<file path="src/rtl/rply_pkg.sv">
package rply_pkg;

    typedef enum logic [1:0] {
        LS_IDLE,
        LS_GUARD,
        LS_HUNT,
        LS_RECV
    } lstate_e;

    typedef struct packed {
        logic       perr;
        logic       par;
        logic [7:0] data;
    } rx_entry_t;

    localparam int unsigned SB_GOT  = 0;
    localparam int unsigned SB_END  = 1;
    localparam int unsigned SB_OVF  = 2;
    localparam int unsigned SB_NONE = 3;

endpackage

</file>
<file path="src/rtl/rply_pulse_dec.sv">
module rply_pulse_dec #(
    parameter int unsigned ONE_MAX = 10,
    parameter int unsigned END_SIL = 60
) (
    input  logic clk,
    input  logic rst_n,
    input  logic tone_i,
    input  logic en_i,
    output logic rise_o,
    output logic bit_vld_o,
    output logic bit_val_o,
    output logic quiet_o
);
    localparam int unsigned HW = $clog2(ONE_MAX + 1);
    localparam int unsigned LW = $clog2(END_SIL + 1);

    typedef struct packed {
        logic [2:0]    sync;
        logic [HW-1:0] hi;
        logic [LW-1:0] lo;
    } dec_t;

    dec_t d_d, d_q;
    logic lvl, lvl_prev;

    assign lvl      = d_q.sync[1];
    assign lvl_prev = d_q.sync[2];

    always_comb begin
        d_d      = d_q;
        d_d.sync = {d_q.sync[1:0], tone_i};
        if (lvl) begin
            d_d.lo = '0;
            if (!lvl_prev)
                d_d.hi = HW'(1);
            else if (d_q.hi != HW'(ONE_MAX))
                d_d.hi = d_q.hi + HW'(1);
        end else if (d_q.lo != LW'(END_SIL)) begin
            d_d.lo = d_q.lo + LW'(1);
        end
    end

    always_ff @(posedge clk or negedge rst_n) begin
        if (!rst_n) d_q <= '0;
        else        d_q <= d_d;
    end

    assign rise_o    = lvl & ~lvl_prev;
    assign bit_vld_o = en_i & ~lvl & lvl_prev;
    assign bit_val_o = (d_q.hi < HW'(ONE_MAX));
    assign quiet_o   = (d_q.lo == LW'(END_SIL));

endmodule

</file>
<file path="src/rtl/rply_byte_asm.sv">
module rply_byte_asm
    import rply_pkg::*;
(
    input  logic      clk,
    input  logic      rst_n,
    input  logic      clr_i,
    input  logic      bit_vld_i,
    input  logic      bit_val_i,
    output logic      byte_vld_o,
    output rx_entry_t entry_o
);
    typedef struct packed {
        logic [7:0] sh;
        logic [3:0] n;
    } asm_t;

    asm_t a_d, a_q;
    logic [8:0] nine;

    assign nine = {a_q.sh, bit_val_i};

    always_comb begin
        a_d = a_q;
        if (clr_i) begin
            a_d = '0;
        end else if (bit_vld_i) begin
            if (a_q.n == 4'd8) begin
                a_d = '0;
            end else begin
                a_d.sh = nine[7:0];
                a_d.n  = a_q.n + 4'd1;
            end
        end
    end

    always_ff @(posedge clk or negedge rst_n) begin
        if (!rst_n) a_q <= '0;
        else        a_q <= a_d;
    end

    assign byte_vld_o    = bit_vld_i & ~clr_i & (a_q.n == 4'd8);
    assign entry_o.data  = nine[8:1];
    assign entry_o.par   = nine[0];
    assign entry_o.perr  = ~(^nine);

endmodule

</file>
<file path="src/rtl/rply_fifo.sv">
module rply_fifo
    import rply_pkg::*;
#(
    parameter int unsigned DEPTH = 8,
    localparam int unsigned AW = $clog2(DEPTH),
    localparam int unsigned CW = $clog2(DEPTH + 1)
) (
    input  logic          clk,
    input  logic          rst_n,
    input  logic          push_i,
    input  rx_entry_t     entry_i,
    input  logic          pop_i,
    output rx_entry_t     head_o,
    output logic [CW-1:0] cnt_o,
    output logic          empty_o,
    output logic          drop_o
);
    typedef struct packed {
        rx_entry_t [DEPTH-1:0] mem;
        logic [AW-1:0]         wp;
        logic [AW-1:0]         rp;
        logic [CW-1:0]         cnt;
    } fifo_t;

    fifo_t f_d, f_q;
    logic  do_pop, do_push;

    function automatic logic [AW-1:0] step(input logic [AW-1:0] p);
        return (p == AW'(DEPTH - 1)) ? '0 : p + AW'(1);
    endfunction

    assign do_pop  = pop_i & (f_q.cnt != '0);
    assign do_push = push_i & ((f_q.cnt != CW'(DEPTH)) | do_pop);

    always_comb begin
        f_d = f_q;
        if (do_push) begin
            f_d.mem[f_q.wp] = entry_i;
            f_d.wp          = step(f_q.wp);
        end
        if (do_pop)
            f_d.rp = step(f_q.rp);
        case ({do_push, do_pop})
            2'b10:   f_d.cnt = f_q.cnt + CW'(1);
            2'b01:   f_d.cnt = f_q.cnt - CW'(1);
            default: f_d.cnt = f_q.cnt;
        endcase
    end

    always_ff @(posedge clk or negedge rst_n) begin
        if (!rst_n) f_q <= '0;
        else        f_q <= f_d;
    end

    assign head_o  = f_q.mem[f_q.rp];
    assign cnt_o   = f_q.cnt;
    assign empty_o = (f_q.cnt == '0);
    assign drop_o  = push_i & ~do_push;

endmodule

</file>
<file path="src/rtl/rply_rx.sv">
module rply_rx
    import rply_pkg::*;
#(
    parameter int unsigned GUARD_CYC   = 50000,
    parameter int unsigned NOREPLY_CYC = 200000,
    parameter int unsigned ONE_MAX_CYC = 7500,
    parameter int unsigned END_SIL_CYC = 60000,
    parameter int unsigned DEPTH       = 8
) (
    input  logic       clk,
    input  logic       rst_n,
    input  logic       tone_i,
    input  logic       tx_done_i,
    input  logic       irq_en_i,
    input  logic       rd_i,
    input  logic       rd_sel_i,
    output logic [7:0] rd_data_o,
    output logic       irq_o
);
    localparam int unsigned TMAX = (GUARD_CYC > NOREPLY_CYC) ? GUARD_CYC : NOREPLY_CYC;
    localparam int unsigned TW   = $clog2(TMAX + 1);
    localparam int unsigned CW   = $clog2(DEPTH + 1);

    typedef struct packed {
        lstate_e       st;
        logic [TW-1:0] tmr;
        logic          got;
        logic          msg_end;
        logic          ovf;
        logic          none;
        logic          half;
    } ctl_t;

    ctl_t c_d, c_q;

    logic          rise, bit_vld, bit_val, quiet;
    logic          byte_vld, push, pop, drop, empty;
    rx_entry_t     new_ent, head;
    logic [CW-1:0] cnt;
    logic          rd_fifo, rd_stat;
    logic [7:0]    status;

    rply_pulse_dec #(.ONE_MAX(ONE_MAX_CYC), .END_SIL(END_SIL_CYC)) u_dec (
        .clk      (clk),
        .rst_n    (rst_n),
        .tone_i   (tone_i),
        .en_i     (c_q.st == LS_RECV),
        .rise_o   (rise),
        .bit_vld_o(bit_vld),
        .bit_val_o(bit_val),
        .quiet_o  (quiet)
    );

    rply_byte_asm u_asm (
        .clk       (clk),
        .rst_n     (rst_n),
        .clr_i     (c_q.st != LS_RECV),
        .bit_vld_i (bit_vld),
        .bit_val_i (bit_val),
        .byte_vld_o(byte_vld),
        .entry_o   (new_ent)
    );

    rply_fifo #(.DEPTH(DEPTH)) u_fifo (
        .clk    (clk),
        .rst_n  (rst_n),
        .push_i (push),
        .entry_i(new_ent),
        .pop_i  (pop),
        .head_o (head),
        .cnt_o  (cnt),
        .empty_o(empty),
        .drop_o (drop)
    );

    assign push    = byte_vld;
    assign rd_fifo = rd_i & rd_sel_i & ~empty;
    assign rd_stat = rd_i & ~rd_sel_i;
    assign pop     = rd_fifo & c_q.half;

    always_comb begin
        status          = '0;
        status[7:4]     = 4'(cnt);
        status[SB_GOT]  = c_q.got;
        status[SB_END]  = c_q.msg_end;
        status[SB_OVF]  = c_q.ovf;
        status[SB_NONE] = c_q.none;
    end

    always_comb begin
        if (!rd_sel_i)
            rd_data_o = status;
        else if (empty)
            rd_data_o = '0;
        else if (c_q.half)
            rd_data_o = {6'b0, head.perr, head.par};
        else
            rd_data_o = head.data;
    end

    always_comb begin
        c_d = c_q;
        if (rd_fifo)
            c_d.half = ~c_q.half;
        if (rd_stat) begin
            c_d.msg_end = 1'b0;
            c_d.none    = 1'b0;
        end
        if (byte_vld)
            c_d.got = 1'b1;
        if (drop)
            c_d.ovf = 1'b1;

        unique case (c_q.st)
            LS_GUARD: begin
                if (c_q.tmr == TW'(GUARD_CYC - 1)) begin
                    c_d.st  = LS_HUNT;
                    c_d.tmr = '0;
                end else begin
                    c_d.tmr = c_q.tmr + TW'(1);
                end
            end
            LS_HUNT: begin
                if (rise) begin
                    c_d.st = LS_RECV;
                end else if (c_q.tmr == TW'(NOREPLY_CYC - 1)) begin
                    c_d.none = 1'b1;
                    c_d.st   = LS_IDLE;
                end else begin
                    c_d.tmr = c_q.tmr + TW'(1);
                end
            end
            LS_RECV: begin
                if (quiet) begin
                    if (c_d.got) c_d.msg_end = 1'b1;
                    else         c_d.none    = 1'b1;
                    c_d.st = LS_IDLE;
                end
            end
            default: ;
        endcase

        if (tx_done_i) begin
            c_d.st      = LS_GUARD;
            c_d.tmr     = '0;
            c_d.got     = 1'b0;
            c_d.msg_end = 1'b0;
            c_d.ovf     = 1'b0;
            c_d.none    = 1'b0;
        end
    end

    always_ff @(posedge clk or negedge rst_n) begin
        if (!rst_n) c_q <= '{st: LS_IDLE, default: '0};
        else        c_q <= c_d;
    end

    assign irq_o = irq_en_i & (c_q.msg_end | c_q.none);

endmodule

</file>
<file path="config.mk">
export PLATFORM = sky130hd
export DESIGN_NAME = rply_rx
export DESIGN_NICKNAME = d
export VERILOG_FILES = /design/src/rtl/rply_pkg.sv /design/src/rtl/rply_pulse_dec.sv /design/src/rtl/rply_byte_asm.sv /design/src/rtl/rply_fifo.sv /design/src/rtl/rply_rx.sv
export SDC_FILE = /design/constraint.sdc
export NUM_CORES = 1
export LEC_CHECK = 0
export CAP_MARGIN = 20
export CORE_ASPECT_RATIO = 0.6
export CORE_MARGIN = 1.5
export CORE_UTILIZATION = 55
export DETAILED_ROUTE_END_ITERATION = 6
export MAX_ROUTING_LAYER = met4
export PLACE_DENSITY = 0.72
export SLEW_MARGIN = 20
export SYNTH_ARGS = -nofsm -noshare
export SYNTH_HDL_FRONTEND = slang
export SYNTH_SLANG_ARGS = --single-unit
</file>
<file path="constraint.sdc">
create_clock -name clk -period 6.2 [get_ports clk]
set_input_delay 0.93 -clock clk [delete_from_list [all_inputs] [get_ports clk]]
set_output_delay 0.93 -clock clk [all_outputs]
set_load 0.01 [all_outputs]
</file>
==> results.py <==
metrics = {
    "timing": {
        "rsz0062_at_grt": "no",
        "skew_ns": 0.0126,
        "worst_slew_pin_slew_ns": 1.12,
        "setup_violations": 0,
        "finalSetupTns_ns": 0,
        "hold_slack_ns": 0.361,
        "min_period_ns": 4.04,
        "min_period_over_period_pct": 65.2,
        "slew_headroom_pct": 25.3,
        "hold_viol_final": 0,
        "slew_viol_final": 0,
        "fmax_ghz": 0.247,
    },
    "power": {
        "max-vdd-ir-drop_mv": 0.211,
        "cellLeakagePower_nw": 3.94,
        "p_per_area_nw_per_um2": 289,
    },
    "global_routing": {
        "use_met1_pct": 37.6,
        "grt_usage_pct": 26.1,
        "overflow": 0,
        "grt_pass1_vias": 5274,
        "grt-busiest-layer": "met1",
        "grt_max_degree": 118,
        "antenna_found_initial": 0,
        "use_met2_pct": 37.4,
        "met3_usage_pct": 4.64,
        "grt_first_pass_wirelength_um": 28500,
    },
    "clock_tree": {
        "cts_root_buf": "clkbuf_16",
        "hold_buffers": 0,
        "cts_max_path_buffers": 2,
        "cts_tree": "yes",
        "clk_pin_slew_ns": 0.07,
        "post_cts_buffers": 0,
        "cts_buffers": 17,
        "htreeDepth": 4,
        "cts_resized": 0,
        "cts_sinks": 159,
        "clock_latency_ns": 0.43,
    },
    "drt": {
        "drtIter0Drc": 293,
        "wirelength_um": 17200,
        "viasPerCell": 5.99,
        "vias": 5295,
        "drtAntennaViolNets": 0,
        "wl_per_cell_um": 19.4,
        "drcViolationCount": 0,
        "firstDrtPassIters": 4,
    },
    "finish": {
        "antenna_cells": 0,
        "instances_no_fill": 884,
        "drive_above_1_share_pct": 20.4,
        "syn_to_final_growth_pct": 11.2,
        "fin_util_pct": 63.5,
        "nNetsFinal": 701,
    },
    "setup_path": {
        "endpoint": "rd_data_o[5]",
        "end_kind": "primary output",
        "timing.rr.start": "u_asm.a_q[0]",
        "cp_data_required_time_ns": 5.27,
        "r2r-end": "u_fifo.f_q[80]",
        "startpoint": "rd_sel_i",
        "worstPathMaxFanout": 12,
        "critPathArrivalTime_ns": 3.11,
        "worst_setup_path_start_kind": "primary input",
        "rr_worst_depth": 7,
        "reg2reg_slack_ns": 3.36,
        "crit_type": "in2out",
    },
    "floorplan": {
        "die_width_um": 158,
        "dieArea_um2": 15100,
        "fp.coreArea_um2": 13800,
        "start_util_pct": 57.0,
        "die_height_um": 95.8,
        "rows": 33,
        "boundaryPins": 16,
    },
    "synthesis": {
        "synth_ff_type": "dfrtp_1",
        "syn_nets": 696,
        "yosysTopAreaCell": "dfrtp_1",
        "synth_edf_count": 0,
        "synth_cell_types": 65,
        "synth_seq_cells": 159,
        "yosysWarnings": 0,
        "ys_top_cells_by_count": "dfrtp_1, nor2_1, mux2_2",
        "async_reset_ff_share_pct": 100,
        "synth_area_leaders": "dfrtp_1, mux2_2, mux4_2",
        "syn_inst": 674,
        "synth_top_area_share_pct": 50.4,
        "ys_seq_area_share_pct": 50.4,
        "synth_most_common_cell": "dfrtp_1",
        "avgSynthCellArea_um2": 11.7,
        "syn_area_um2": 7890,
    },
    "run": {
        "cap_violations": 0,
    },
    "place": {
        "dpl.hpwl_um": 11500,
        "place_congestion": 0.904,
        "io_buffers": 15,
        "post-place-cells": 852,
    },
    "status": {
        "status": "completed",
    },
    "worst_hold_path": {
        "hp-class": "reg2reg",
    },
}
## kinds of logic after synthesis
kind of cell / Yosys count / synth area share, %
flops: 159 / 50.4
fa+ha+maj: 15 / 2.47
compound gates: 74 / 6.20
buf+inv: 67 / 3.50
simple gates: 204 / 13.8
mux: 103 / 17.8
xor+xnor: 52 / 5.77
## layer usage
layer  up-vias  wire [um]
li1       2409          -
met4         0        235
met5         -          0
met2       146       7630
met3        21        879
met1      2719       8420
## cells in the final DEF, fill, tap and decap left out, types with 18 or more instances in the layout
master and count:
xor2_1 28, dfrtp_1 159, xnor2_1 24, mux2_2 58, inv_1 30, o21ai_0 21
mux4_2 20, nand4_1 18, nor2_1 63, nand2_1 39
## layout make-up
| class | instances | area (um2) |
|---|---|---|
| well taps | 192 | 240 |
| clock buffers | 18 | 439 |
| flip-flops and latches | 159 | 3980 |
| clock inverters | 14 | 143 |
| fillers | 1020 | 5050 |
| inverters | 31 | 116 |
| repair buffers | 22 | 206 |
| multi-input cells | 448 | 3650 |
## worst min-delay path by stage
stage	from	end	slack [ns]	cells after the start
final	u_dec.d_d[30]	u_dec.d_d[31]	0.36	0
after global routing	u_dec.d_d[30]	u_dec.d_d[31]	0.37	0
after CTS	u_dec.d_d[30]	u_dec.d_d[31]	0.36	0
after detailed placement	u_dec.d_d[30]	u_dec.d_d[31]	0.35	0
after global placement	u_dec.d_d[30]	u_dec.d_d[31]	0.33	0
after floorplan	u_dec.d_d[30]	u_dec.d_d[31]	0.33	0
## critical path, cell delays in order
cell and delay (ns):
clkdlybuf4s50_1 0.78, o41ai_2 0.27, or2_2 0.40, o22ai_1 0.16
clkdlybuf4s50_1 0.57
## state kept, by name (all words and copies together), names as in the netlist
| name | flops |
|---|---|
| u_dec.d_q | 30 |
| u_fifo.f_q | 86 |
| u_fifo.cnt_o | 4 |
| u_asm.a_q | 4 |
| c_q | 25 |
| u_dec.d_d | 2 |
| u_asm.entry_o | 8 |
## per-stage QoR
stage          instance area (um2)  total power, mW  setup WS [ns]
2_1_floorplan                 7890             1.38           3.43
3_5_place_dp                  8190             1.52           2.10
5_1_grt                       8780             2.64           2.00
6_report                      8780             2.54           2.16
3_3_place_gp                  8190             1.50           2.19
4_1_cts                       8770             2.55           2.08
## report_power, final
group          total (mW)  switching [mW]  internal (mW)
Clock                1.03           0.485          0.549
Combinational       0.359           0.193          0.166
Sequential           1.15          0.0752           1.07
Note: power is estimated with default switching activity, not from simulation.
